--- config.mk ---
export PLATFORM = sky130hd
export DESIGN_NAME = pwr_mode_ctl
export DESIGN_NICKNAME = d
export VERILOG_FILES = /design/src/rtl/pwr_mode_ctl.sv
export SDC_FILE = /design/constraint.sdc
export NUM_CORES = 1
export LEC_CHECK = 0
export ABC_CLOCK_PERIOD_IN_PS = 1910
export BUFFER_PORTS_ARGS = -buffer_cell sky130_fd_sc_hd__buf_2
export CAP_MARGIN = 40
export CORE_AREA = 2 2 39 41
export DETAILED_ROUTE_END_ITERATION = 8
export DIE_AREA = 0 0 41 43
export GPL_TIMING_DRIVEN = 0
export SYNTH_ARGS = -nofsm -noshare
export SYNTH_HDL_FRONTEND = slang
export SYNTH_SLANG_ARGS = --single-unit
--- constraint.sdc ---
create_clock -name clk -period 1.91 [get_ports clk]
set_input_delay 0.382 -clock clk [delete_from_list [all_inputs] [get_ports clk]]
set_output_delay 0.382 -clock clk [all_outputs]
set_load 0.01 [all_outputs]
--- src/rtl/pwr_mode_ctl.sv ---
module pwr_mode_ctl (
  input  logic       clk,
  input  logic       rst_n,
  input  logic       wr_en,
  input  logic [7:0] wr_data,
  input  logic       wake,
  input  logic       stage9_lowclk_req,
  output logic [7:0] rd_data,
  output logic       hosc_en,
  output logic       losc_en,
  output logic       clk_sel,
  output logic       cpu_clk_en,
  output logic       wdt_clk_en,
  output logic       periph_clk_en,
  output logic       stage9_lowclk,
  output logic [2:0] mode
);

  localparam int B_HOSC = 6;
  localparam int B_LOSC = 5;
  localparam int B_SEL  = 4;
  localparam int B_IDLE = 3;
  localparam int B_HALT = 2;
  localparam logic [7:0] RST_VAL = 8'h40;
  localparam logic [7:0] WMASK   = 8'h7C;
  localparam logic [7:0] REQ     = 8'h0C;

  typedef enum logic [2:0] {
    M_NORMAL = 3'd0,
    M_SLOW   = 3'd1,
    M_IDLE   = 3'd2,
    M_IDLE0  = 3'd3,
    M_SLEEP1 = 3'd4,
    M_SLEEP0 = 3'd5
  } mode_e;

  logic [7:0] ctl_q, ctl_d, wr_val;
  logic       both_req;
  mode_e      mode_c;

  assign both_req = wr_data[B_IDLE] & wr_data[B_HALT];

  always_comb begin
    ctl_d  = ctl_q;
    wr_val = wr_data & WMASK;
    if (both_req) wr_val = (wr_val & ~REQ) | (ctl_q & REQ);
    if (wr_en) ctl_d = wr_val;
    if (wake)  ctl_d = ctl_d & ~REQ;
  end

  always_ff @(posedge clk or negedge rst_n) begin
    if (!rst_n) ctl_q <= RST_VAL;
    else        ctl_q <= ctl_d;
  end

  assign rd_data       = ctl_q & WMASK;
  assign hosc_en       = ctl_q[B_HOSC];
  assign losc_en       = ctl_q[B_LOSC];
  assign clk_sel       = ctl_q[B_SEL];
  assign cpu_clk_en    = ~ctl_q[B_IDLE];
  assign wdt_clk_en    = ~ctl_q[B_IDLE];
  assign periph_clk_en = ~ctl_q[B_HALT];
  assign stage9_lowclk = ctl_q[B_SEL] | stage9_lowclk_req;

  always_comb begin
    case ({ctl_q[B_SEL], ctl_q[B_IDLE], ctl_q[B_HALT]})
      3'b000:  mode_c = M_NORMAL;
      3'b100:  mode_c = M_SLOW;
      3'b010:  mode_c = M_IDLE;
      3'b001:  mode_c = M_IDLE0;
      3'b110:  mode_c = M_SLEEP1;
      3'b101:  mode_c = M_SLEEP0;
      default: mode_c = M_NORMAL;
    endcase
  end
  assign mode = mode_c;

  assert_req_exclusive_R9: assert property (@(posedge clk) disable iff (!rst_n)
    !(ctl_q[B_IDLE] && ctl_q[B_HALT]));

  assert_wake_releases_R6: assert property (@(posedge clk) disable iff (!rst_n)
    wake |=> (cpu_clk_en && wdt_clk_en && periph_clk_en));

  assert_both_set_ignored_R5: assert property (@(posedge clk) disable iff (!rst_n)
    (wr_en && wr_data[B_IDLE] && wr_data[B_HALT] && !wake)
      |=> (cpu_clk_en == $past(cpu_clk_en) && periph_clk_en == $past(periph_clk_en)));

  assert_idle_gates_cpu_R3: assert property (@(posedge clk) disable iff (!rst_n)
    (wr_en && wr_data[B_IDLE] && !wr_data[B_HALT] && !wake)
      |=> (!cpu_clk_en && !wdt_clk_en && periph_clk_en));

  assert_halt_spares_cpu_R4: assert property (@(posedge clk) disable iff (!rst_n)
    (wr_en && wr_data[B_HALT] && !wr_data[B_IDLE] && !wake)
      |=> (!periph_clk_en && cpu_clk_en && wdt_clk_en));

  assert_osc_load_R2: assert property (@(posedge clk) disable iff (!rst_n)
    wr_en |=> (hosc_en == $past(wr_data[B_HOSC]) && losc_en == $past(wr_data[B_LOSC])
               && clk_sel == $past(wr_data[B_SEL])));

endmodule

-- After elaboration in Yosys (flattened, before gate mapping)
Index checks and enable logic that the tools add are counted.
- input bits: 13
- flip-flop bits (word level): 8
- logic and storage cells: 17
- output and inout port bits: 18
- bitwise logic cells: 5
- equal/unequal tests: 5
- reductions and logical operators: 1
- muxes and demuxes: 4
- operator list (operator ; count):
    2-to-1 mux 8 bit ; 2
    one-hot mux 3 bit (5 select lines) ; 1
    == test 3 bit (second input constant) ; 3
    bitwise OR 7 x 4 -> 7 bit ; 1
    2-to-1 mux 4 bit ; 1
    == test 3 x 1 -> 1 bit (second input constant) ; 1
    == test 3 x 2 -> 1 bit (second input constant) ; 1
    NOT 1 bit ; 2
    nonzero test 2 bit ; 1
    bitwise AND 1 bit ; 1
    bitwise OR 1 bit ; 1

-- Longest topological paths before layout
- word-level depth: 4
- mapped depth: 4
- mapped depth without buffers: 4

-- Least setup slack after synthesis
OpenSTA, ideal clock, no wires.
- kind: flip-flop to output port
- from: register ctl_q[2]
- to: output port mode[2]
- buffers on the path: 0
- cell stages (with the launch flop): 5
- path slack: 0.444 ns
- data required time: 1.528 ns
- data arrival time: 1.084 ns
- cells stage by stage: dfrtp_1 -> inv_1 -> ha_1 -> o21ai_0 -> nor2_1
- word-level cells in the longest chain between the ends: 2
- elaborated cells on any way between the ends: 6
- classes of those cells: 5 x eq/ne; 1 x mux
- ends and longest elaborated chain (what ; line ; RTL):
    start: declaration ; 37 ; logic [7:0] ctl_q, ctl_d, wr_val;
    start signal: assignment ; 53 ; else ctl_q <= ctl_d;
    == test 3 bit, or another cell as far along ; 66 ; case ({ctl_q[B_SEL], ctl_q[B_IDLE], ctl_q[B_HALT]})
    one-hot mux 3 bit (5 select lines) (*) ; 66 ;
    end: declaration ; 16 ; output logic [2:0] mode
Every way passes the cells marked *; elsewhere a longest branch is shown, timed or not.

-- Worst setup path in the final report
- from: register ctl_q[2]
- to: output port mode[0]
The elaborated chain is that of the path after synthesis.

==> impl_results.md <==
* Max Cap Violations at 0
* GRT Resource Usage Total at 8.476%
* M1 GR Usage at 12.42%
* GR met2 Demand/Resource at 10.63%
* Critical Path Sink Type: output port
* CTS tree: done
* Internal reg-to-reg setup slack at 1030 ps
* Overflow after GRT at 0
* Most common cell after layout, fill and taps aside: buf_2
* Core area at 1384 um^2
* Critical path depth at 4
* Hold Path End: ctl_q[3]
* Worst VDD drop at 0.0002608 V
* P_sw at 0.09237 mW
* Via count at 308
* Die Width at 41 um
* Met3 Use GR at 1.571%
* Initial Util at 24.77%
* Vias in the first global route at 235
* Largest register by flop count: ctl_q
* Final Wtd Congestion at 0.5484
* Largest net degree at the start of global routing at 8
* Combinational share of power at 29.1%
* Clock latency at the later pin of the worst-skew pair at 230 ps
* Worst Setup Path Type: flop to output port
* Status: finished, final reports clean
* GRT busiest layer: met1
* Routed len/inst at 8.049 um
* Setup WS post-layout at 176.5 ps
* Crit-path slowest cell: dfrtp_1
* Global-route wire length before repair at 1.007 mm
* Top Registers: ctl_q x5
* Final ANT Viol Nets at 0
* Hold Path Class: primary input to flop
* CP Data Required Time at 1530 ps
* Post-Synthesis Cells at 34
* Pins Over Slew Limit at 0
* Net Sw Frac at 27.05%
* P_int at 0.2491 mW
* I/O Pins at 31
* Ys Warns at 0
* Rows at 14
* Setup Buffers After CTS at 0
* Post-synthesis sequential area ratio at 36.86%
* Largest delay share family, worst path: flip-flops
* Initial antenna violation count at 0
* Hold Startpoint: wake
* Clock Path Buffers at 2
* RSZ-0062 raised after global routing: no
* Crit path cell chain: inv_1 -> ha_1 -> a22o_1 -> buf_2
* Skew final at 0 ps
* Max Clk Rate at 576.9 MHz
* Setup WS pre-CTS at 358.1 ps
* Routed Wire Length at 652 um
* N_diodes at 0
* Num CTS Buffers at 3
* Port bufs at 24
* H-Tree Depth at 1
* Die footprint at 1763 um^2
* R2R depth at 2
* # DRC at 0
* Mean post-synth cell area at 10.08 um^2
* Worst r2r dst: ctl_q[2]
* Slowest stage delay, CP at 390 ps
* CTS sink cnt at 5
* Post-Layout Inst Area at 526.8 um^2
* Hold path depth at 2
* Iteration-0 DRC Markers at 6
* Seq pwr share at 36.6%
* Nets at 83
* PwrDens at 648.3 nW/um^2
* WP buf/inv at 2
* Share of cells above drive strength 1 at 61.54%
* Post-Syn Area at 342.8 um^2
* Fin. Hold Viols at 0
* Worst R2R Start: ctl_q[2]
* Final core occ at 38.07%
* Largest cells by area after synthesis: dfrtp_1, buf_4, ha_1
* Yosys top cell by area: dfrtp_1
* Commonest non-fill, non-tap cells in the layout: buf_2, buf_4, ha_1, dfrtp_1
* Max FFs per register at 5
* Vias per cell at 3.802
* Die Span Y at 43 um
* P&R area growth vs syn at 53.65%
* Final Setup Violations at 0
* Area after DPL at 490.5 um^2
* Yosys reg bits at 5
* Crit path DAT at 1350 ps
* Leakage power at 0.2933 nW
* Root Buffer: clkbuf_4
* Setup crit start kind: flop
* Pre-Repair DR Iteration Count at 2
* Worst Path Max Fanout at 4
* Period utilisation layout at 90.76%
* Clock power share at 34.3%
* Post-synth top area share at 29.20%
* Setup TNS at 0 ps
* Clk slew on worst S/H paths at 40 ps
* Unique masters post-synth at 13
* Fin crit period at 1733 ps
## repair_timing
action                                  in CTS  in global routing
resized for setup                            0                  2
hold buffers                                 1                  0
hold endpoints to repair                     4                  0
endpoints found under the setup margin       0                  1
## cells by family after synthesis
kind of cell,count (synthesis),synth area share [%]
fa+ha+maj,4,14.60
mux,3,9.853
simple gates,6,8.759
buf+inv,11,19.71
flops,5,36.86
other cells,1,1.094
compound gates,4,9.124
## worst register-to-register path: cells and delay by family, from the launching register on
family | cells | cell delay, ps
DFF | 1 | 390
AOI/OAI and AO/OA | 1 | 280
buffers and inverters | 1 | 110
## metrics by stage
step	instances	hold slack (ps)	total power [mW]
final	81	326.2	0.3415
after global routing	81	319.7	0.3712
after CTS	81	319.9	0.3472
after detailed placement	76	204.2	0.2256
after global placement	76	202.1	0.2229
after floorplan	36	86.41	0.1832
## power by group through the flow
stage / combinational [mW] / sequential (mW) / clock (mW)
floorplan: 0.0531 / 0.130 / 0
global placement: 0.0969 / 0.126 / 0
detailed placement: 0.0987 / 0.127 / 0
CTS: 0.100 / 0.125 / 0.122
global route: 0.112 / 0.127 / 0.132
finish: 0.0993 / 0.125 / 0.117
## layout make-up
cell class / count / area [um^2]
Buffer: 7 / 52.55
Clock buffer: 4 / 26.28
Fill cell: 150 / 857.1
Inverter: 4 / 15.01
Multi-Input combinational cell: 20 / 156.4
Sequential cell: 5 / 126.4
Tap cell: 16 / 20.02
Timing Repair Buffer: 25 / 130.1
## worst max path at each step
stage | start | to | slack (ps)
after CTS | ctl_q[3] | mode[2] | 110
after detailed placement | ctl_q[3] | mode[2] | 360
final | ctl_q[2] | mode[0] | 180
after floorplan | ctl_q[2] | mode[2] | 440
after global placement | ctl_q[3] | mode[2] | 380
after global routing | ctl_q[2] | mode[2] | 50
## synthesized netlist by cell type
cell      count
dfstp_2       1
mux2_2        3
a221oi_1      2
conb_1        1
or2_2         1
nor2_1        3
nand2b_1      2
a22o_1        1
ha_1          4
buf_4         7
o21ai_0       1
dfrtp_1       4
inv_1         4
## per-layer routing
layer,vias to the layer above,routed length [um],share of wire [%]
li1,163,-,-
met1,130,301,46
met2,15,302,46
met3,0,48,7.4
met4,0,0,0
met5,-,0,0
Note: power is estimated with default switching activity, not from simulation.
